[config.mk]
export PLATFORM = sky130hd
export DESIGN_NAME = regamt_shifter
export DESIGN_NICKNAME = d
export VERILOG_FILES = /design/src/rtl/regamt_shifter_pkg.sv /design/src/rtl/regamt_amt_decode.sv /design/src/rtl/regamt_shift_core.sv /design/src/rtl/regamt_carry_merge.sv /design/src/rtl/regamt_shifter.sv
export SDC_FILE = /design/constraint.sdc
export NUM_CORES = 1
export LEC_CHECK = 0
export ABC_AREA = 1
export BUFFER_PORTS_ARGS = -buffer_cell sky130_fd_sc_hd__buf_4
export CAP_MARGIN = 20
export CORE_ASPECT_RATIO = 0.9
export CORE_MARGIN = 3
export CORE_UTILIZATION = 55
export DETAILED_ROUTE_END_ITERATION = 8
export PLACE_DENSITY = 0.89
export SLEW_MARGIN = 20
export SYNTH_ARGS = -nofsm -noshare
export SYNTH_HDL_FRONTEND = slang
export SYNTH_SLANG_ARGS = --single-unit
[constraint.sdc]
create_clock -name vclk -period 2
set_clock_uncertainty 0.1 [all_clocks]
set_input_delay 0.4 -clock vclk [all_inputs]
set_output_delay 0.4 -clock vclk [all_outputs]
set_load 0.02 [all_outputs]
[src/rtl/regamt_shifter_pkg.sv]
package regamt_shifter_pkg;
    typedef enum logic [1:0] {
        SK_LSL = 2'b00,
        SK_LSR = 2'b01,
        SK_ASR = 2'b10,
        SK_ROR = 2'b11
    } shift_kind_e;
endpackage

[src/rtl/regamt_amt_decode.sv]
module regamt_amt_decode #(
    parameter int WIDTH    = 32,
    parameter int REG_W    = 32,
    parameter int AMT_BITS = 8,
    localparam int SH_BITS = $clog2(WIDTH)
) (
    input  logic [REG_W-1:0]    amt_reg,
    output logic [AMT_BITS-1:0] amt,
    output logic [SH_BITS-1:0]  amt_mod,
    output logic                amt_zero
);
    // only the low byte of the register is architecturally meaningful
    assign amt      = amt_reg[AMT_BITS-1:0];
    assign amt_mod  = amt[SH_BITS-1:0];
    assign amt_zero = (amt == '0);
endmodule

[src/rtl/regamt_shift_core.sv]
module regamt_shift_core #(
    parameter int WIDTH    = 32,
    parameter int AMT_BITS = 8,
    localparam int SH_BITS = $clog2(WIDTH)
) (
    input  logic [WIDTH-1:0]    op_in,
    input  logic [AMT_BITS-1:0] amt,
    input  logic [SH_BITS-1:0]  amt_mod,
    output logic [WIDTH:0]      lsl_w,
    output logic [WIDTH:0]      lsr_w,
    output logic [WIDTH:0]      asr_w,
    output logic [WIDTH-1:0]    ror_v
);
    logic [WIDTH:0]     lsl_src;
    logic [WIDTH:0]     rsh_src;
    logic [2*WIDTH-1:0] ror_src;
    logic [2*WIDTH-1:0] ror_sh;

    // widen by one bit so the last bit shifted out lands in a spare slot:
    // bit WIDTH for left shifts, bit 0 for right shifts
    assign lsl_src = {1'b0, op_in};
    assign rsh_src = {op_in, 1'b0};
    assign ror_src = {op_in, op_in};

    assign lsl_w  = lsl_src << amt;
    assign lsr_w  = rsh_src >> amt;
    assign asr_w  = $unsigned($signed(rsh_src) >>> amt);
    assign ror_sh = ror_src >> amt_mod;
    assign ror_v  = ror_sh[WIDTH-1:0];
endmodule

[src/rtl/regamt_carry_merge.sv]
module regamt_carry_merge
    import regamt_shifter_pkg::*;
#(
    parameter int WIDTH = 32
) (
    input  shift_kind_e      kind,
    input  logic             amt_zero,
    input  logic             carry_in,
    input  logic [WIDTH-1:0] op_in,
    input  logic [WIDTH:0]   lsl_w,
    input  logic [WIDTH:0]   lsr_w,
    input  logic [WIDTH:0]   asr_w,
    input  logic [WIDTH-1:0] ror_v,
    output logic [WIDTH-1:0] result,
    output logic             carry_out,
    output logic             carry_upd
);
    logic [WIDTH-1:0] sel_v;
    logic             sel_c;

    always_comb begin
        unique case (kind)
            SK_LSL: begin
                sel_v = lsl_w[WIDTH-1:0];
                sel_c = lsl_w[WIDTH];
            end
            SK_LSR: begin
                sel_v = lsr_w[WIDTH:1];
                sel_c = lsr_w[0];
            end
            SK_ASR: begin
                sel_v = asr_w[WIDTH:1];
                sel_c = asr_w[0];
            end
            SK_ROR: begin
                // the last bit rotated out is the new top bit, including
                // the whole-multiple case where the value is unchanged
                sel_v = ror_v;
                sel_c = ror_v[WIDTH-1];
            end
            default: begin
                sel_v = op_in;
                sel_c = carry_in;
            end
        endcase
    end

    assign result    = amt_zero ? op_in : sel_v;
    assign carry_out = amt_zero ? carry_in : sel_c;
    assign carry_upd = !amt_zero;
endmodule

[src/rtl/regamt_shifter.sv]
module regamt_shifter
    import regamt_shifter_pkg::*;
#(
    parameter int WIDTH    = 32,
    parameter int REG_W    = 32,
    parameter int AMT_BITS = 8,
    localparam int SH_BITS = $clog2(WIDTH)
) (
    input  logic [WIDTH-1:0] op_in,
    input  logic [REG_W-1:0] amt_reg,
    input  logic [1:0]       kind,
    input  logic             carry_in,
    output logic [WIDTH-1:0] result,
    output logic             carry_out,
    output logic             carry_upd
);
    logic [AMT_BITS-1:0] amt;
    logic [SH_BITS-1:0]  amt_mod;
    logic                amt_zero;
    logic [WIDTH:0]      lsl_w;
    logic [WIDTH:0]      lsr_w;
    logic [WIDTH:0]      asr_w;
    logic [WIDTH-1:0]    ror_v;

    regamt_amt_decode #(
        .WIDTH(WIDTH), .REG_W(REG_W), .AMT_BITS(AMT_BITS)
    ) u_dec (
        .amt_reg (amt_reg),
        .amt     (amt),
        .amt_mod (amt_mod),
        .amt_zero(amt_zero)
    );

    regamt_shift_core #(
        .WIDTH(WIDTH), .AMT_BITS(AMT_BITS)
    ) u_core (
        .op_in  (op_in),
        .amt    (amt),
        .amt_mod(amt_mod),
        .lsl_w  (lsl_w),
        .lsr_w  (lsr_w),
        .asr_w  (asr_w),
        .ror_v  (ror_v)
    );

    regamt_carry_merge #(
        .WIDTH(WIDTH)
    ) u_merge (
        .kind     (shift_kind_e'(kind)),
        .amt_zero (amt_zero),
        .carry_in (carry_in),
        .op_in    (op_in),
        .lsl_w    (lsl_w),
        .lsr_w    (lsr_w),
        .asr_w    (asr_w),
        .ror_v    (ror_v),
        .result   (result),
        .carry_out(carry_out),
        .carry_upd(carry_upd)
    );
endmodule

==> reports/metrics.cfg, run 1 <==
[yosys]
synth_top_family_by_area=simple AND/OR/NAND/NOR gates
syn_area_um2=5750
synthTopCellsByArea=nand2_1 36%, nand3_1 24%, a21oi_1 4.4%
synth-simple-area-share_pct=69.8
ys_warn_count=0
syn_inst=1242
synth_cell_types=44
syn_area_per_cell_um2=4.63
synthMuxAreaShare_pct=0.522
synth_fp_nets=1309
synth_xor_area_share_pct=0
synth-adder-area-share_pct=0
synth_compound_area_share_pct=16.7
synth_top_area_share_pct=35.6
synth_top_area_cell=nand2_1
synth-seq-area-share_pct=0

[placement]
place.gp.congestion=1.24
dp_hpwl_um=23700
dp.cells=1521
numPortBuffers=77
dp_slack_ns=-0.634

[global_routing]
gr-usage-all-layers_pct=82.0
grt_pass1_wl_um=74600
grt_max_degree=42
grt_pass1_vias=13300
overflow=170

[floorplan]
pin_count=101
die_w_um=114
row_count=34
start_util_pct=58.0
die_y_um=103

[cts]
hold_buffers=0

[run_status]
lastStage=global routing
error=[ERROR GRT-0116] Global routing finished with congestion. Check the congestion regions in the DRC Viewer.
outcome=stopped before the end

-- metrics by stage --
stage          hold slack, ns  instance area (um^2)
3_5_place_dp             1.03                  7640
3_3_place_gp             1.02                  7640
4_1_cts                  1.03                  9030
2_1_floorplan           0.886                  6060
-- cells in the mapped netlist (all sizes together) (3+ instances only) --
cell	count
nand4	11
o211ai	19
nor3	6
mux2i	3
nor2	55
a21oi	52
o21ai	87
clkbuf	8
nand2	560
buf	79
inv	59
nand3	285
-- cells by family after synthesis --
family                 Yosys count
AO/OA/AOI/OAI                  168
buffers and inverters          148
multiplexers                     3
AND/OR/NAND/NOR                923
-- repair_timing --
action / in CTS
gates cloned: 12
setup buffers: 10
endpoints found under the setup margin: 34
pin swaps: 84
hold endpoints to repair: 0
gates resized for setup: 297
-- routing by layer --
metal,overflow,GRT usage (%)
met2,96,97.3
met1,7,81.1
met4,61,85.8
met5,1,43.8
met3,5,66.6
==> run 2: changes to the inputs <==
--- a/config.mk
+++ b/config.mk
@@ -8,11 +8,10 @@
 export ABC_AREA = 1
 export BUFFER_PORTS_ARGS = -buffer_cell sky130_fd_sc_hd__buf_4
 export CAP_MARGIN = 20
-export CORE_ASPECT_RATIO = 0.9
 export CORE_MARGIN = 3
-export CORE_UTILIZATION = 55
+export CORE_UTILIZATION = 40
 export DETAILED_ROUTE_END_ITERATION = 8
-export PLACE_DENSITY = 0.89
+export PLACE_DENSITY_LB_ADDON = 0.15
 export SLEW_MARGIN = 20
 export SYNTH_ARGS = -nofsm -noshare
 export SYNTH_HDL_FRONTEND = slang
==> constraint.sdc (replaced) <==
create_clock -name vclk -period 2.6
set_clock_uncertainty 0.1 [all_clocks]
set_input_delay 0.52 -clock vclk [all_inputs]
set_output_delay 0.52 -clock vclk [all_outputs]
set_load 0.02 [all_outputs]
==> run 2 against run 1 <==
The flow now finishes, with violations (setup timing). Area after synthesis did not move. Synthesized cell count did not move.
==> reports/metrics.cfg, run 2 <==
[global_routing]
antenna_found_initial=0
grt_max_degree=39
gr-usage-all-layers_pct=39.9
overflow=0
grt_pass1_vias=9174
grt_pass1_wl_um=51000

[flow_run]
drv_cap=0

[yosys]
synthTopCellsByArea=nand2_1 36%, nand3_1 24%, a21oi_1 4.4%
syn_area_per_cell_um2=4.63
synth_common_cells=546 x nand2_1, 279 x nand3_1, 50 x a21oi_1
synth_fp_nets=1309
synth_top_area_share_pct=35.6
syn_area_um2=5750
syn_inst=1242
synth_top_area_cell=nand2_1
synth_most_common_cell=nand2_1
ys_warn_count=0
synth-seq-area-share_pct=0
synth_cell_types=44

[worst_setup_path]
start_kind=input port
worst_setup_path_end_kind=output pin
cp.required_ns=1.98
worst_path_most_repeated_cell=nand3_2
critical_path_class=in -> out
critical_path.max_fanout=8
cp_data_arrival_time_ns=2.32
cp_slowest_stage_delay_ns=0.35
path_cells=buf_16 -> buf_12 -> buf_6 -> nand2_4 -> nand3_4 -> inv_4 -> o211ai_1 -> nand3_2 -> nand2_2 -> nand2_1 -> nand3_2 -> nand3_2 -> buf_6
crit_slowest_cell=o211ai_1

[timing]
hold_viol_final=0
setup_violations=33
finalSetupTns_ns=-6.57
fin_ws_ns=-0.341
relSlewSlack_pct=72.5
report.final.slew_viol_count=0
rsz0062_at_grt=yes
period_minus_slack_ns=2.94
max_freq_mhz=340
worst_pin_slew_ns=0.408
fin_crit_sh_pct=113

[routing]
first_pass_iters=9
drc_errors=0
vias_per_cell=6.41
ant_nets=0
routedWlPerCell_um=23.0
drt_first_iter_violations=1548
dr_total_vias=10500
wirelength_um=37700

[placement]
dp_slack_ns=-0.398
dp_hpwl_um=25500
dp.cells=1622
numPortBuffers=77
place.gp.congestion=1.06

[floorplan]
pin_count=101
fp.coreArea_um2=14000
die_w_um=126
start_util_pct=41.1
die-area_um2=15800
row_count=43
die_y_um=126

[cells_and_area]
antennaDiodeCount=0
nClkBuffers=0
register_area_um2=0
finalNonFillerCells=1642
seq_cell_count=0
final_net_count=1531
finish.utilization_pct=75.1
final_cell_mix=369 x nand2_1, 227 x buf_4, 137 x nand2_2
layout-drive-gt1-share_pct=52.1
synthToLayoutAreaGrowth_pct=82.6
layout_commonest_cell=nand2_1

[min_path]
min_from=carry_in
min_path_type=in -> out
hold_end=carry_out
min_path_cells=4

[cts]
hold_buffers=0

[power]
powerDensity_nw_per_um2=229
power_mw=2.40
leakage_nw=5.24
ir_drop_mv=0.199

[run_status]
violations=setup timing
outcome=finished with violations

==> run 2: cell counts after synthesis <==
No cell type changed its count.
==> run 2: kinds of logic (layout without fill, tap and decap cells) <==
family	Yosys count	count (layout)	synth area share, %
AOI/OAI and AO/OA	168	168	16.7
and+or+nand+nor	923	923	69.8
muxes	3	3	0.522
buffers and inverters	148	368	13.0
==> run 2: layout make-up <==
type	count	area [um^2]
fill	1119	3490
inverter	61	280
multi-input combinational	1094	7090
tap	180	225
timing repair buffer	305	2890
timing repair inverter	2	20.0
==> run 2: worst max-delay path: cells and delay by family <==
family                 cells  cell delay (ns)
AOI/OAI and AO/OA          1             0.35
buffers and inverters      5             0.66
and+or+nand+nor            7             0.78
==> run 2: how the worst max path moves through the flow <==
stage / startpoint / endpoint / slack, ns / cells after the start
after detailed placement: amt_reg[1] / result[19] / -0.40 / 14
after floorplan: amt_reg[1] / carry_out / 0.13 / 10
after CTS: amt_reg[0] / carry_out / -0.14 / 16
after global routing: amt_reg[0] / result[29] / -0.41 / 13
after global placement: amt_reg[1] / result[19] / -0.39 / 14
final: amt_reg[0] / result[29] / -0.34 / 13
==> run 2: through the flow <==
step / hold WS, ns / cell area [um^2]
2_1_floorplan: 1.12 / 5750
3_3_place_gp: 1.28 / 7820
3_5_place_dp: 1.28 / 7820
4_1_cts: 1.28 / 9140
5_1_grt: 1.30 / 10500
6_report: 1.28 / 10500
==> run 2: routing by layer <==
layer  vias up  track usage (%)  share of wire [%]
met5         -                0                  0
met4         0             17.7                8.0
met3       252             6.02                 12
met2       907             63.3                 43
met1      4775             53.5                 37
li1       4584                -                  -
==> run 2: repair_timing <==
| action | in CTS | in global routing |
|---|---|---|
| setup endpoints to repair | 33 | 33 |
| setup buffers | 8 | 5 |
| gates resized for setup | 300 | 316 |
| cloned | 5 | 3 |
| pin swaps | 97 | 126 |
==> run 2: where the power goes <==
| group | internal (mW) | leakage, nW | total, mW | switching [mW] |
|---|---|---|---|---|
| logic | 0.932 | 5.24 | 2.40 | 1.47 |
| clock network | 0 | 0 | 0 | 0 |
| registers | 0 | 0 | 0 | 0 |
| total | 0.932 | 5.24 | 2.40 | 1.47 |
No activity file was read; power rests on OpenSTA's default activity.
==> run 3: changes to the inputs <==
--- a/config.mk
+++ b/config.mk
@@ -8,11 +8,12 @@
 export ABC_AREA = 1
 export BUFFER_PORTS_ARGS = -buffer_cell sky130_fd_sc_hd__buf_4
 export CAP_MARGIN = 20
-export CORE_MARGIN = 3
+export CORE_MARGIN = 5
 export CORE_UTILIZATION = 40
 export DETAILED_ROUTE_END_ITERATION = 8
 export PLACE_DENSITY_LB_ADDON = 0.15
 export SLEW_MARGIN = 20
 export SYNTH_ARGS = -nofsm -noshare
 export SYNTH_HDL_FRONTEND = slang
+export SYNTH_HIERARCHICAL = 1
 export SYNTH_SLANG_ARGS = --single-unit
==> run 3 against run 2 <==
The flow still finishes with violations (setup timing). Die area grew 38%. Worst hold slack lost 0.042 ns. Total power grew 20%. Via count grew 22%. Critical path depth grew 5. Fmax shrank 6.3%. Synthesized cell count grew 36%. Combinational power grew 20%. Global-route usage grew 0.18 points. Setup slack lost 0.20 ns. Cell count grew 31%. Sequential share of layout area is the same. Critical endpoint is now result[23]. Largest cell class unchanged. Largest power group unchanged.
==> reports/metrics.cfg, run 3 <==
[cells_and_area]
final_cell_mix=578 x nand2_1, 272 x buf_4, 230 x nand3_1
seq_cell_count=0
synthToLayoutAreaGrowth_pct=66.5
register_area_um2=0
final_net_count=1978
layout-drive-gt1-share_pct=42.8
n_fill_cell=1747
layout_commonest_cell=nand2_1
finalNonFillerCells=2143
nClkBuffers=0
antennaDiodeCount=0

[min_path]
min_path_type=in -> out
min_from=carry_in
min_path_cells=4
hold_end=carry_out

[yosys]
synth_compound_area_share_pct=18.3
synth-adder-area-share_pct=0
ys_warn_count=6
synth_xor_area_share_pct=0
synth_most_common_cell=nand2_1
synth_top_area_share_pct=36.2
synth-simple-area-share_pct=67.3
synth-seq-area-share_pct=0
synth_top_family_by_area=simple AND/OR/NAND/NOR gates
synth_common_cells=733 x nand2_1, 349 x nand3_1, 90 x nor2_1
synthTopCellsByArea=nand2_1 36%, nand3_1 23%, a21oi_1 4.7%
syn_area_per_cell_um2=4.50
syn_inst=1689
synth_top_area_cell=nand2_1
synth_cell_types=31
synthMuxAreaShare_pct=0.658
syn_area_um2=7600
synth_fp_nets=1756

[placement]
place.gp.congestion=1.06
numPortBuffers=77
dp.cells=2110
dp_hpwl_um=35100

[worst_setup_path]
cp_slowest_stage_delay_ns=0.20
crit_slowest_cell=o21ai_2
critical_path.max_fanout=8
critical_path_class=in -> out
cp.required_ns=1.98
worst_setup_path_end_kind=output pin
path_cells=buf_12 -> inv_16 -> buf_12 -> buf_12 -> nand3_4 -> and2_4 -> nand2_4 -> o21ai_4 -> o21ai_2 -> nand2_1 -> nand2_1 -> nand2_1 -> a21oi_2 -> inv_1 -> a21oi_2 -> nand2_2 -> nand2_2 -> buf_6
cp_data_arrival_time_ns=2.52
start_kind=input port

[floorplan]
row_count=50
start_util_pct=40.6
die_w_um=148
die-area_um2=21900
pin_count=101
die_y_um=148
fp.coreArea_um2=18700

[routing]
routedWlPerCell_um=22.0
wirelength_um=47000
drc_errors=0
ant_nets=0
dr_total_vias=12800
drt_first_iter_violations=1849
vias_per_cell=5.99
first_pass_iters=6

[power]
ir_drop_mv=0.188
leakage_nw=6.21
powerDensity_nw_per_um2=228
power_mw=2.88

[timing]
period_minus_slack_ns=3.14
max_freq_mhz=319
fin_crit_sh_pct=121
fin_ws_ns=-0.539
worst_pin_slew_ns=0.473
setup_violations=33
relSlewSlack_pct=68.4
rsz0062_at_grt=yes
timing.hold.ws_ns=1.24
hold_viol_final=0
report.final.slew_viol_count=0

[run_status]
violations=setup timing
outcome=finished with violations

[global_routing]
grt_pass1_wl_um=68400
grt_max_degree=50
overflow=0
gr-usage-all-layers_pct=40.1
antenna_found_initial=0
grt_pass1_vias=11800

[flow_run]
drv_cap=0

-- run 3: cell type report --
cell class	count	area (um^2)	share of cell area [%]
Timing Repair Buffer	363	3570	28.2
Inverter	81	355	2.81
Timing Repair inverter	2	17.5	0.138
Multi-Input combinational cell	1463	8420	66.5
Tap cell	234	293	2.31
-- run 3: critical path, delay by kind of cell --
kind,cells,cell delay (ns)
and+or+nand+nor,8,0.75
buffers and inverters,6,0.68
AOI/OAI and AO/OA,4,0.55
-- run 3: cell families after synthesis --
kind of cell,after synthesis
buffers and inverters,226
and+or+nand+nor,1213
AOI/OAI and AO/OA,245
muxes,5
-- run 3: how the worst max path moves through the flow --
stage	cells past startpoint	endpoint	startpoint	slack [ns]
after global placement	14	result[7]	amt_reg[0]	-0.70
after CTS	16	result[7]	amt_reg[0]	-0.38
after detailed placement	14	result[7]	amt_reg[0]	-0.70
final	18	result[23]	amt_reg[7]	-0.54
after global routing	19	result[23]	amt_reg[7]	-0.58
after floorplan	19	result[13]	amt_reg[0]	-0.01
-- run 3: stage by stage --
stage / setup slack [ns] / cell area [um^2] / setup TNS (ns) / util [%]
6_report: -0.539 / 12700 / -14.36 / 67.7
5_1_grt: -0.579 / 12700 / -16.52 / 67.7
4_1_cts: -0.380 / 11900 / -11.59 / 63.4
3_5_place_dp: -0.703 / 9990 / -19.83 / 53.4
3_3_place_gp: -0.702 / 9990 / -19.52 / 53.4
2_1_floorplan: -0.0126 / 7670 / -0.0126 / -
-- run 3: metal layers --
metal / wire (um) / share of wire (%) / track usage [%]
met5: 0 / 0 / 0
met4: 2610 / 5.5 / 16.5
met3: 5470 / 12 / 8.40
met2: 20100 / 43 / 62.5
met1: 18900 / 40 / 53.8
-- run 3: report_power, final --
group / leakage, nW / total (mW) / switching [mW] / internal [mW]
sequential: 0 / 0 / 0 / 0
clock: 0 / 0 / 0 / 0
combinational: 6.21 / 2.88 / 1.76 / 1.12
-- run 3: what timing repair did --
action / 4_1_cts / 5_1_grt
cloned: 11 / 3
setup buffers: 13 / 9
hold buffers: 0 / 0
setup endpoints to repair: 34 / 34
resized for setup: 421 / 158
pin swaps: 140 / 67
==> run 4: changes to the inputs <==
--- a/config.mk
+++ b/config.mk
@@ -15,5 +15,4 @@
 export SLEW_MARGIN = 20
 export SYNTH_ARGS = -nofsm -noshare
 export SYNTH_HDL_FRONTEND = slang
-export SYNTH_HIERARCHICAL = 1
 export SYNTH_SLANG_ARGS = --single-unit
==> run 4 against run 3 <==
The run still ends with setup timing left. Global-route usage fell by 0.33 points. Sequential share of layout area did not move. Fmax rose by 9.8%. First-iteration DRC count fell by 8.8%. Via count fell by 19%.
==> reports/metrics.cfg, run 4 (synthesis gave the netlist of run 2 again) <==
[run_status]
outcome=finished with violations
violations=setup timing

[worst_setup_path]
cp_slowest_stage_delay_ns=0.30
crit_slowest_cell=a21oi_2
worst_path_most_repeated_cell=nand2_1
start_kind=input port
path_cells=buf_16 -> inv_16 -> buf_4 -> nand2_1 -> nand3_2 -> nand2_1 -> nand2_2 -> a21oi_2 -> nand2_1 -> nand3_2 -> o211ai_1 -> nand3_1 -> buf_6
cp_data_arrival_time_ns=2.24
worst_setup_path_end_kind=output pin
cp.required_ns=1.98
critical_path_class=in -> out
critical_path.max_fanout=7

[min_path]
hold_end=carry_out
min_path_cells=4
min_from=carry_in
min_path_type=in -> out

[cells_and_area]
n_fill_cell=1185
final_cell_mix=400 x nand2_1, 234 x buf_4, 150 x nand3_1
finalNonFillerCells=1647
nClkBuffers=0
final_net_count=1536
seq_cell_count=0
multi_input_area_um2=6700
finish.utilization_pct=72.4
layout_commonest_cell=nand2_1
layout-drive-gt1-share_pct=48.2
register_area_um2=0
antennaDiodeCount=0
synthToLayoutAreaGrowth_pct=76.1

[cts]
hold_buffers=0

[timing]
setup_violations=33
relSlewSlack_pct=69.6
report.final.slew_viol_count=0
max_freq_mhz=350
worst_pin_slew_ns=0.449
hold_viol_final=0
rsz0062_at_grt=yes
fin_crit_sh_pct=110
fin_ws_ns=-0.258
finalSetupTns_ns=-3.81
period_minus_slack_ns=2.86

[power]
ir_drop_mv=0.144
power_mw=2.29
leakage_nw=5.10
powerDensity_nw_per_um2=226

[global_routing]
overflow=0
grt_max_degree=29
grt_pass1_wl_um=52500
grt_pass1_vias=9438
antenna_found_initial=0
gr-usage-all-layers_pct=39.8

[placement]
numPortBuffers=77
dp_hpwl_um=25900
dp.cells=1615
place.gp.congestion=1.03
dp_slack_ns=-0.363

[routing]
drc_errors=0
wirelength_um=36300
dr_total_vias=10400
first_pass_iters=6
routedWlPerCell_um=22.0
ant_nets=0
drt_first_iter_violations=1686
vias_per_cell=6.30

[floorplan]
die_w_um=130
pin_count=101
die-area_um2=16900
fp.coreArea_um2=14000
start_util_pct=41.1
die_y_um=130
row_count=43

[flow_run]
drv_cap=0

==> run 4: changes by cell type in the layout (fill, tap and decap cells not counted), moves of 14 or more <==
cell,before,now
o21ai_2,53,26
inv_1,66,41
o21bai_1,29,2
a21oi_2,38,12
buf_4,272,234
o211ai_1,3,18
nand2_2,139,123
nand3_1,230,150
nor2_1,71,35
buf_12,31,17
nand2_1,578,400
==> run 4: routing by layer <==
| layer | global-route usage (%) | vias up | routed length, um |
|---|---|---|---|
| met5 | 0 | - | 0 |
| met4 | 18.1 | 0 | 2700 |
| met3 | 7.29 | 257 | 4530 |
| met2 | 62.5 | 826 | 15500 |
| met1 | 52.8 | 4691 | 13600 |
| li1 | - | 4609 | - |
==> run 4: area by class of cell <==
cell class	instances	area share (%)
timing repair inverter	3	0.371
multi-input combinational	1094	66.2
inverter	61	2.66
tap	180	2.22
timing repair buffer	309	28.5
==> run 4: how the worst max path moves through the flow <==
stage | from | to
after floorplan | amt_reg[1] | carry_out
after CTS | amt_reg[0] | result[23]
after global placement | amt_reg[0] | result[18]
after global routing | amt_reg[0] | result[20]
after detailed placement | amt_reg[0] | result[18]
final | amt_reg[0] | result[20]
==> run 4: critical path: cells and delay by family <==
family,cells,cell delay (ns)
buf+inv,4,0.45
compound gates,2,0.44
simple gates,7,0.81
==> run 4: where the power goes <==
part           total [mW]  internal, mW  switching [mW]
Combinational        2.29         0.892            1.40
Clock                   0             0               0
Sequential              0             0               0
==> run 4: timing repair <==
action	in CTS	in global routing
cloned	8	1
buffers inserted	7	16
endpoints found under the setup margin	33	33
pin swaps	103	68
gates resized for setup	369	161
==> run 4: per-stage QoR <==
stage / cell area (um^2) / hold WS, ns
finish: 10100 / 1.29
floorplan: 5750 / 1.12
global route: 10100 / 1.33
global placement: 7740 / 1.28
detailed placement: 7740 / 1.29
CTS: 9350 / 1.29
